<file path="src/rtl/irq_nest_pkg.sv">
package irq_nest_pkg;

  typedef enum logic {LVL_LO = 1'b0, LVL_HI = 1'b1} lvl_e;

  function automatic int unsigned vec_addr(input int unsigned idx,
                                           input int unsigned base,
                                           input int unsigned step);
    return base + idx * step;
  endfunction

endpackage

</file>
<file path="src/rtl/irq_pend_bank.sv">
module irq_pend_bank #(
  parameter int unsigned N           = 10,
  parameter logic [N-1:0] HW_CLR_MSK = 10'b00_0000_1111
) (
  input  logic         clk,
  input  logic         rst_n,
  input  logic [N-1:0] raise,
  input  logic [N-1:0] sw_clear,
  input  logic [N-1:0] hw_take,
  output logic [N-1:0] pend
);
  logic [N-1:0] pend_q, pend_d;
  logic [N-1:0] drop;

  always_comb begin
    drop   = sw_clear | (hw_take & HW_CLR_MSK);
    pend_d = (pend_q & ~drop) | raise;
  end

  always_ff @(posedge clk or negedge rst_n) begin
    if (!rst_n) pend_q <= '0;
    else        pend_q <= pend_d;
  end

  assign pend = pend_q;

  // a raise is always visible one edge later
  assert_raise_sets_R1: assert property (@(posedge clk) disable iff (!rst_n)
    |raise |=> ((pend_q & $past(raise)) == $past(raise)));

  // clears without a concurrent raise take effect one edge later
  assert_clear_drops_R2: assert property (@(posedge clk) disable iff (!rst_n)
    |((sw_clear | (hw_take & HW_CLR_MSK)) & ~raise)
      |=> ((pend_q & $past((sw_clear | (hw_take & HW_CLR_MSK)) & ~raise)) == '0));

endmodule

</file>
<file path="src/rtl/irq_pick.sv">
module irq_pick #(
  parameter int unsigned N     = 10,
  parameter int unsigned IDX_W = $clog2(N)
) (
  input  logic [N-1:0]     pend,
  input  logic [N-1:0]     en,
  input  logic [N-1:0]     hi,
  input  logic             glb_en,
  output logic             win_vld,
  output logic [IDX_W-1:0] win_idx,
  output logic             win_hi
);
  logic [N-1:0] elig, hi_req, lo_req, cand, below, grant;

  assign elig   = pend & en & {N{glb_en}};
  assign hi_req = elig & hi;
  assign lo_req = elig & ~hi;
  assign cand   = (|hi_req) ? hi_req : lo_req;

  // lowest-index-first one-hot grant through a prefix OR chain
  assign below[0] = 1'b0;
  generate
    for (genvar i = 1; i < N; i++) begin : g_chain
      assign below[i] = below[i-1] | cand[i-1];
    end
  endgenerate
  assign grant = cand & ~below;

  always_comb begin
    win_idx = '0;
    for (int i = 0; i < N; i++) begin
      if (grant[i]) win_idx = win_idx | IDX_W'(i);
    end
  end

  assign win_vld = |grant;
  assign win_hi  = |hi_req;

endmodule

</file>
<file path="src/rtl/irq_seq.sv">
module irq_seq
  import irq_nest_pkg::*;
#(
  parameter int unsigned N        = 10,
  parameter int unsigned IDX_W    = $clog2(N),
  parameter int unsigned VEC_W    = 16,
  parameter int unsigned VEC_BASE = 3,
  parameter int unsigned VEC_STEP = 8
) (
  input  logic             clk,
  input  logic             rst_n,
  input  logic             win_vld,
  input  logic [IDX_W-1:0] win_idx,
  input  logic             win_hi,
  input  logic             insn_done,
  input  logic             reti_done,
  input  logic             stall,
  input  logic             call_ack,
  output logic             call_req,
  output logic [VEC_W-1:0] call_vec,
  output logic [N-1:0]     hw_take,
  output logic [1:0]       in_svc
);
  logic             req_q, req_d;
  logic [VEC_W-1:0] vec_q, vec_d;
  logic [IDX_W-1:0] idx_q, idx_d;
  lvl_e             lvl_q, lvl_d;
  logic [1:0]       isr_q, isr_d;
  logic             allowed, fire, take, upd;

  assign allowed = win_vld && (win_hi ? !isr_q[LVL_HI] : (isr_q == 2'b00));
  assign fire    = !req_q && insn_done && !reti_done && !stall && allowed;
  assign take    = req_q && call_ack;
  assign upd     = fire || take || reti_done;

  always_comb begin
    req_d = req_q;
    vec_d = vec_q;
    idx_d = idx_q;
    lvl_d = lvl_q;
    isr_d = isr_q;
    if (reti_done) begin
      if (isr_q[LVL_HI]) isr_d[LVL_HI] = 1'b0;
      else               isr_d[LVL_LO] = 1'b0;
    end
    if (fire) begin
      req_d = 1'b1;
      vec_d = VEC_W'(vec_addr(int'(win_idx), VEC_BASE, VEC_STEP));
      idx_d = win_idx;
      lvl_d = win_hi ? LVL_HI : LVL_LO;
    end else if (take) begin
      req_d        = 1'b0;
      isr_d[lvl_q] = 1'b1;
    end
  end

  always_ff @(posedge clk or negedge rst_n) begin
    if (!rst_n) begin
      req_q <= 1'b0;
      vec_q <= '0;
      idx_q <= '0;
      lvl_q <= LVL_LO;
      isr_q <= 2'b00;
    end else if (upd) begin
      req_q <= req_d;
      vec_q <= vec_d;
      idx_q <= idx_d;
      lvl_q <= lvl_d;
      isr_q <= isr_d;
    end
  end

  generate
    for (genvar i = 0; i < N; i++) begin : g_take
      assign hw_take[i] = take && (idx_q == IDX_W'(i));
    end
  endgenerate

  assign call_req = req_q;
  assign call_vec = vec_q;
  assign in_svc   = isr_q;

  assert_hold_R7: assert property (@(posedge clk) disable iff (!rst_n)
    (req_q && !call_ack) |=> (req_q && $stable(vec_q)));
  assert_ack_drop_R7: assert property (@(posedge clk) disable iff (!rst_n)
    (req_q && call_ack) |=> !req_q);
  assert_boundary_R7: assert property (@(posedge clk) disable iff (!rst_n)
    (!req_q && !(insn_done && !reti_done)) |=> !req_q);
  assert_ret_gap_R10: assert property (@(posedge clk) disable iff (!rst_n)
    (!req_q && reti_done) |=> !req_q);
  assert_stall_R11: assert property (@(posedge clk) disable iff (!rst_n)
    (!req_q && stall) |=> !req_q);
  assert_svc_set_R8: assert property (@(posedge clk) disable iff (!rst_n)
    (req_q && call_ack) |=> isr_q[$past(lvl_q)]);
  assert_lo_block_R9: assert property (@(posedge clk) disable iff (!rst_n)
    (!req_q && (isr_q != 2'b00)) |=> !(req_q && (lvl_q == LVL_LO)));
  assert_hi_block_R9: assert property (@(posedge clk) disable iff (!rst_n)
    (!req_q && isr_q[LVL_HI]) |=> !req_q);

endmodule

</file>
<file path="src/rtl/irq_nest_ctl.sv">
module irq_nest_ctl #(
  parameter int unsigned N           = 10,
  parameter int unsigned VEC_W       = 16,
  parameter int unsigned VEC_BASE    = 3,
  parameter int unsigned VEC_STEP    = 8,
  parameter logic [N-1:0] HW_CLR_MSK = 10'b00_0000_1111
) (
  input  logic             clk,
  input  logic             rst_n,
  input  logic [N-1:0]     src_raise,
  input  logic [N-1:0]     sw_clear,
  input  logic [N-1:0]     src_en,
  input  logic [N-1:0]     src_hi,
  input  logic             glb_en,
  input  logic             insn_done,
  input  logic             reti_done,
  input  logic             stall,
  input  logic             call_ack,
  output logic             call_req,
  output logic [VEC_W-1:0] call_vec,
  output logic [N-1:0]     pend_flags,
  output logic [1:0]       in_service
);
  localparam int unsigned IDX_W = $clog2(N);

  logic [N-1:0]     pend, hw_take;
  logic             win_vld, win_hi;
  logic [IDX_W-1:0] win_idx;

  irq_pend_bank #(.N(N), .HW_CLR_MSK(HW_CLR_MSK)) u_pend (
    .clk(clk), .rst_n(rst_n), .raise(src_raise), .sw_clear(sw_clear),
    .hw_take(hw_take), .pend(pend)
  );

  irq_pick #(.N(N), .IDX_W(IDX_W)) u_pick (
    .pend(pend), .en(src_en), .hi(src_hi), .glb_en(glb_en),
    .win_vld(win_vld), .win_idx(win_idx), .win_hi(win_hi)
  );

  irq_seq #(.N(N), .IDX_W(IDX_W), .VEC_W(VEC_W), .VEC_BASE(VEC_BASE),
            .VEC_STEP(VEC_STEP)) u_seq (
    .clk(clk), .rst_n(rst_n), .win_vld(win_vld), .win_idx(win_idx),
    .win_hi(win_hi), .insn_done(insn_done), .reti_done(reti_done),
    .stall(stall), .call_ack(call_ack), .call_req(call_req),
    .call_vec(call_vec), .hw_take(hw_take), .in_svc(in_service)
  );

  assign pend_flags = pend;

  assert_mask_R3: assert property (@(posedge clk) disable iff (!rst_n)
    !glb_en |-> !win_vld);
  assert_level_R4: assert property (@(posedge clk) disable iff (!rst_n)
    (win_vld && !win_hi) |-> ((pend & src_en & src_hi) == '0));
  assert_low_idx_R5: assert property (@(posedge clk) disable iff (!rst_n)
    win_vld |-> (pend[win_idx] && src_en[win_idx] && (src_hi[win_idx] == win_hi)));

endmodule

</file>
<file path="config.mk">
export PLATFORM = sky130hd
export DESIGN_NAME = irq_nest_ctl
export DESIGN_NICKNAME = d
export VERILOG_FILES = /design/src/rtl/irq_nest_pkg.sv /design/src/rtl/irq_pend_bank.sv /design/src/rtl/irq_pick.sv /design/src/rtl/irq_seq.sv /design/src/rtl/irq_nest_ctl.sv
export SDC_FILE = /design/constraint.sdc
export NUM_CORES = 1
export LEC_CHECK = 0
export BUFFER_PORTS_ARGS = -buffer_cell sky130_fd_sc_hd__buf_2
export CAP_MARGIN = 10
export CORE_ASPECT_RATIO = 1.75
export CORE_MARGIN = 10
export CORE_UTILIZATION = 47
export CTS_CLUSTER_SIZE = 8
export DETAILED_ROUTE_END_ITERATION = 10
export PLACE_DENSITY = 0.95
export SYNTH_ARGS = -nofsm -noshare
export SYNTH_HDL_FRONTEND = slang
export SYNTH_SLANG_ARGS = --single-unit
</file>
<file path="constraint.sdc">
create_clock -name clk -period 3.8 [get_ports clk]
set_clock_uncertainty 0.15 [all_clocks]
set_input_delay 0.76 -clock clk [delete_from_list [all_inputs] [get_ports clk]]
set_output_delay 0.76 -clock clk [all_outputs]
set_load 0.005 [all_outputs]
</file>
# [Yosys cells after proc, flatten, opt, wreduce, memory -nomap -nowiden]
# Cells that the tools add are included.
[word_totals] ff_bits=34 word_cells=76
[classes] addsub=1 order_cmp=2 n_eq_ne=3 muxes=20 bitwise=20 n_reduce_logical=24
[ops] cell="$and A10 B10 Y10" count=6
[ops] cell="$not A10 Y10" count=3
[ops] cell="$reduce_or A10 Y1" count=2
[ops] cell="$mux W3" count=4
[ops] cell="$logic_and A1 B1 Y1" count=11
[ops] cell="$mux W10" count=1
[ops] cell="$mux W2" count=5
[ops] cell="$or A10 B10 Y10" count=1
[ops] cell="$or A10 B4 Y10" count=1
[ops] cell="$add A2 B7 Y8 const A" count=1
[ops] cell="$eq A4 B2 Y1 const B" count=2
[ops] cell="$mux W4" count=2
[ops] cell="$or A1 B1 Y1" count=8
[ops] cell="$mux W1" count=7
[ops] cell="$eq A4 B1 Y1 const B" count=1
[ops] cell="$logic_not A1 Y1" count=4
[ops] cell="$logic_not A4 Y1" count=1
[ops] cell="$reduce_and A2 Y1" count=2
[ops] cell="$logic_not A2 Y1" count=1
[ops] cell="$logic_or A1 B1 Y1" count=2
[ops] cell="$lt A1 B2 Y1 const B" count=1
[ops] cell="$or A2 B2 Y2" count=1
[ops] cell="$reduce_bool A2 Y1" count=1
[ops] cell="$demux W1 S1" count=1
[ops] cell="$ge A1 B1 Y1 const B" count=1

# [Depth between registers and ports, before layout]
[logic_depth] word_depth=25 depth_mapped=10

# [Hierarchy]
# A second synthesis with hierarchy kept.
[hier_totals] hier_cells=157 area_unflattened_um2=1378.8
[by_module_without_submodules] module="irq_seq" instances=1 cells_per_inst=53 area_per_inst_um2=535.5 seq_area_each_um2=225.2
[by_module_without_submodules] module="irq_pick" instances=1 cells_per_inst=74 area_per_inst_um2=480.5 seq_area_each_um2=0.0
[by_module_without_submodules] module="irq_pend_bank" instances=1 cells_per_inst=30 area_per_inst_um2=362.8 seq_area_each_um2=250.2

# [Least setup slack after synthesis]
# Ideal clock, no wire load.
[synth_path] path_type="input-to-reg" start="in glb_en" end="reg u_seq.idx_q[1]" setup_time_ps=121 arrival_ps=2310 required_time_ps=3529 setup_slack_ps=1219 path_stages=9 path_buffers=2 path_cell_list="buf_6 and3_4 a22o_4 nor4_4 buf_6 o2111ai_1 nand2_1 o31ai_4 a22o_1"
[synth_via] elab_chain_cells=20 word_cells_on_any_way=30 classes_between="mux (10); bitwise (13); reduce/logical (7)"
[synth_lines] item="from (decl)" line_no="irq_nest_ctl.sv:14" text="input logic glb_en,"
[synth_lines] item="$and A10 B10 Y10 *" line_no="irq_pick.sv:15" text="assign elig = pend & en & {N{glb_en}};"
[synth_lines] item="$and A10 B10 Y10" line_no="irq_pick.sv:16" text="assign hi_req = elig & hi;"
[synth_lines] item="$reduce_or A10 Y1" line_no="irq_pick.sv:18, irq_pick.sv:37"
[synth_lines] item="$mux W10" line_no="irq_pick.sv:18" text="assign cand = (|hi_req) ? hi_req : lo_req;"
[synth_lines] item="$or A1 B1 Y1 (8 in a row)" line_no="irq_pick.sv:24" text="assign below[i] = below[i-1] | cand[i-1];"
[synth_lines] item="$not A10 Y10" line_no="irq_pick.sv:27" text="assign grant = cand & ~below;"
[synth_lines] item="$and A10 B10 Y10" line_no="irq_pick.sv:27"
[synth_lines] item="$reduce_or A10 Y1" line_no="irq_pick.sv:36" text="assign win_vld = |grant;"
[synth_lines] item="$logic_and A1 B1 Y1" line_no="irq_seq.sv:31" text="assign allowed = win_vld && (win_hi ? !isr_q[LVL_HI] : (isr_q == 2'b00));"
[synth_lines] item="$logic_and A1 B1 Y1" line_no="irq_seq.sv:32" text="assign fire = !req_q && insn_done && !reti_done && !stall && allowed;"
[synth_lines] item="$logic_or A1 B1 Y1 (2 in a row)" line_no="irq_seq.sv:34" text="assign upd = fire || take || reti_done;"
[synth_lines] item="$reduce_and A2 Y1 (no source line)"
[synth_lines] item="to (signal assigned)" line_no="irq_seq.sv:67" text="idx_q <= idx_d;"
[synth_lines] item="to (decl)" line_no="irq_seq.sv:26" text="logic [IDX_W-1:0] idx_q, idx_d;"
# Mark *: on every way between the ends. The rest lies on a longest branch, timed or not.
# A chain may end at the register's enable or synchronous reset.

# [Worst setup path in the final report]
[layout_path] start="in glb_en" end="reg u_seq.req_q, in the netlist u_seq.call_req"
[layout_via] elab_chain_cells=20 word_cells_on_any_way=24 classes_between="mux (3); bitwise (13); reduce/logical (8)"
[layout_lines] item="$and A10 B10 Y10 *" line_no="irq_pick.sv:15"
[layout_lines] item="$and A10 B10 Y10" line_no="irq_pick.sv:16"
[layout_lines] item="$reduce_or A10 Y1" line_no="irq_pick.sv:18, irq_pick.sv:37"
[layout_lines] item="$mux W10" line_no="irq_pick.sv:18"
[layout_lines] item="$or A1 B1 Y1 (8 in a row)" line_no="irq_pick.sv:24"
[layout_lines] item="$not A10 Y10" line_no="irq_pick.sv:27"
[layout_lines] item="$and A10 B10 Y10" line_no="irq_pick.sv:27"
[layout_lines] item="$reduce_or A10 Y1" line_no="irq_pick.sv:36"
[layout_lines] item="$logic_and A1 B1 Y1 *" line_no="irq_seq.sv:31"
[layout_lines] item="$logic_and A1 B1 Y1 *" line_no="irq_seq.sv:32"
[layout_lines] item="$logic_or A1 B1 Y1 (2 in a row)" line_no="irq_seq.sv:34"
[layout_lines] item="$reduce_and A2 Y1 (no source line)"
[layout_lines] item="to (signal assigned)" line_no="irq_seq.sv:65" text="req_q <= req_d;"
[layout_lines] item="to (decl)" line_no="irq_seq.sv:24" text="logic req_q, req_d;"
# Marks and branches as above.

==> results.yml <==
setup_path:
  r2r_cells: 8
  critical-path-top-delay-family: "compound AO/OA/AOI/OAI gates"
  worst-path-buf-inv: 2
  critPathRequiredTime_ns: 3.79
  critPathKind: "primary input to register"
  cp_slowest_cell: "o31ai_4"
  cp_max_fo: 17
  cp-end-kind: "register"
  reg2reg_to: "u_seq.idx_q[1]"
  arrival_ns: 2.75
  r2r_slack_ns: 1.45
  r2r_start: "u_pend.pend[1]"
  path_cells: "buf_2 -> and3_4 -> o2bb2ai_4 -> nor4_4 -> buf_4 -> o2111ai_1 -> nand4_2 -> o31ai_4 -> o21ai_1"
  start_kind: "primary input"
  slowest_delay_ns: 0.34
detailed_routing:
  wl_met1_mm: 1.253
  dr.pass1.iters: 4
  drtIter0Drc: 24
  met3WireLength_um: 345
  highest_layer: "met4"
  wl_per_cell_um: 16.77
  vias: 1220
  routed_wl_mm: 3.689
  vias_per_cell: 5.545
  met2_length_mm: 2.004
  antenna_left: 0
  drc: 0
clock_network:
  cts_resized: 0
  path_clk_slew_ns: 0.07
  cts_tree: "yes"
  cts_sinks: 19
  cts_max_level: 1
  cts_setup_buffers: 0
  cts_buffers: 3
  clk_latency_ns: 0.27
  clockRootBuffer: "clkbuf_8"
  holdBufCountCts: 0
  cts_buffer_depth: 2
pwr:
  powerDensity_mw_per_mm2: 364.1
  ir_worst_vdd_v: 0.0002533
  clockPowerShare_pct: 24.7
  p_comb_share_pct: 29.6
  p_int_w: 0.0003930
  p_seq_share_pct: 45.7
  netSwitchingPower_w: 0.0001974
  swShare_pct: 33.44
  leakagePower_nw: 0.8341
floorplanning:
  ioPinCount: 76
  coreArea_sq_mm: 0.002690
  rows: 25
  start_util_pct: 48.14
  die_w_um: 59.68
  dieArea_sq_mm: 0.005338
  die_h_um: 89.44
logic_synthesis:
  synth_area_leader_cell: "dfrtp_1"
  synth_area_sq_mm: 0.001295
  async_reset_ff_share_pct: 100.0
  yosys.area.top_type_share_pct: 36.71
  postSynthCellCount: 128
  netlist_top_cells_area: "dfrtp_1, buf_4, inv_1, a21o_1, nand2_1"
  synth_seq_cells: 19
  ys_seq_area_share_pct: 36.71
  ys_types: 48
  syn_avg_cell_area_sq_um: 10.12
  ys.flop_type: "dfrtp_1"
  yosysWarnings: 0
  synth_edf_count: 0
layout:
  regArea_sq_um: 475.5
  drive_above_1_share_pct: 46.63
  final_area_sq_mm: 0.001622
  layout_commonest_cell: "buf_2"
  fillers: 237
  syn_to_final_growth_pct: 25.22
  mostFrequentLayoutCells: "buf_2, dfrtp_1, inv_1"
  diodes: 0
  fin_nets: 241
  multi_input_area_sq_um: 676.9
placed_design:
  place_area_sq_mm: 0.001575
  io_buffers: 65
  dp_hpwl_mm: 3.137
  gp_congestion: 0.8571
job:
  maxCapViolations: 0
global_routing:
  grt_antenna_before_repair: 0
  grt_overflow_total: 0
  groute.usage.overall_pct: 14.00
  grt_pass1_wl_mm: 5.837
  grt_pass1_vias: 1302
  grt_max_degree: 20
timing:
  setup_viol: 0
  fmaxAchievable_mhz: 363.0
  post-route-period-util_pct: 72.50
  final.min_clock_period_ns: 2.755
  rsz0062_at_grt: "false"
  hold_violations: 0
  setup_tns_ns: 0
  slew_viol_final: 0
outcome:
  outcome: "finished, final reports clean"
worst_hold_path:
  hp-class: "primary input to async pin"
==> power groups by stage <==
stage | clock (W) | sequential [W] | combinational (W)
after floorplan | 0 | 0.000269 | 0.000108
after global placement | 0 | 0.000272 | 0.000173
after detailed placement | 0 | 0.000274 | 0.000176
after CTS | 0.000147 | 0.000270 | 0.000177
after global routing | 0.000157 | 0.000276 | 0.000196
final | 0.000146 | 0.000270 | 0.000175
==> worst max path at each step <==
stage,from,end,slack (ns),cells after the start
floorplan,glb_en,u_seq.idx_q[1],1.22,9
global placement,glb_en,u_seq.idx_q[0],0.86,9
detailed placement,glb_en,u_seq.call_req,0.77,9
CTS,glb_en,u_seq.idx_q[0],1.05,9
global route,glb_en,u_seq.idx_q[0],0.86,9
finish,glb_en,u_seq.call_req,1.05,9
==> kinds of logic after synthesis <==
kind of cell	after synthesis	share of synthesized area (%)
DFF	19	36.72
and+or+nand+nor	40	19.81
buffers and inverters	29	13.62
AOI/OAI and AO/OA	39	29.57
other	1	0.2896
==> routing by layer <==
| metal | vias to the layer above | GRT usage, % |
|---|---|---|
| met2 | 61 | 25.75 |
| met4 | 0 | 6.967 |
| li1 | 581 | - |
| met1 | 571 | 13.13 |
| met3 | 7 | 4.410 |
| met5 | - | 0 |
==> flip-flops by register name (all words and copies together) (netlist names) <==
register,count
u_pend.pend,10
u_seq.lvl_q,1
u_seq.in_svc,2
u_seq.call_req,1
u_seq.idx_q,3
u_seq.call_vec,2
==> cell type report <==
type | instances | area share [%]
clock buffers | 3 | 2.546
clock inverters | 1 | 0.3086
inverters | 15 | 3.472
multi-input cells | 89 | 41.74
flip-flops and latches | 19 | 29.32
well taps | 27 | 2.083
repair buffers | 66 | 20.52
==> through the flow <==
step	setup slack, ns	instances	hold WS (ns)	util, %	power, W
floorplan	1.219	137	0.3089	-	0.0003769
global placement	0.8628	216	0.3303	58.56	0.0004455
detailed placement	0.7656	216	0.3416	58.56	0.0004502
CTS	1.049	220	0.2860	60.28	0.0005945
global route	0.8586	220	0.2991	60.28	0.0006289
finish	1.045	220	0.2697	60.28	0.0005904
==> Yosys cell counts (all sizes together) (2+ instances only) <==
library cell  number
dfrtp             19
inv               15
buf               14
nand2             10
nand4              8
a21o               6
o21ai              6
and3               5
o2111ai            5
a31o               3
nand3              3
nor2               3
nor3               3
o2bb2ai            3
a21oi              2
a22o               2
a31oi              2
nand2b             2
nor4               2
o31ai              2
or3                2
(Power assumes the default switching activity.)
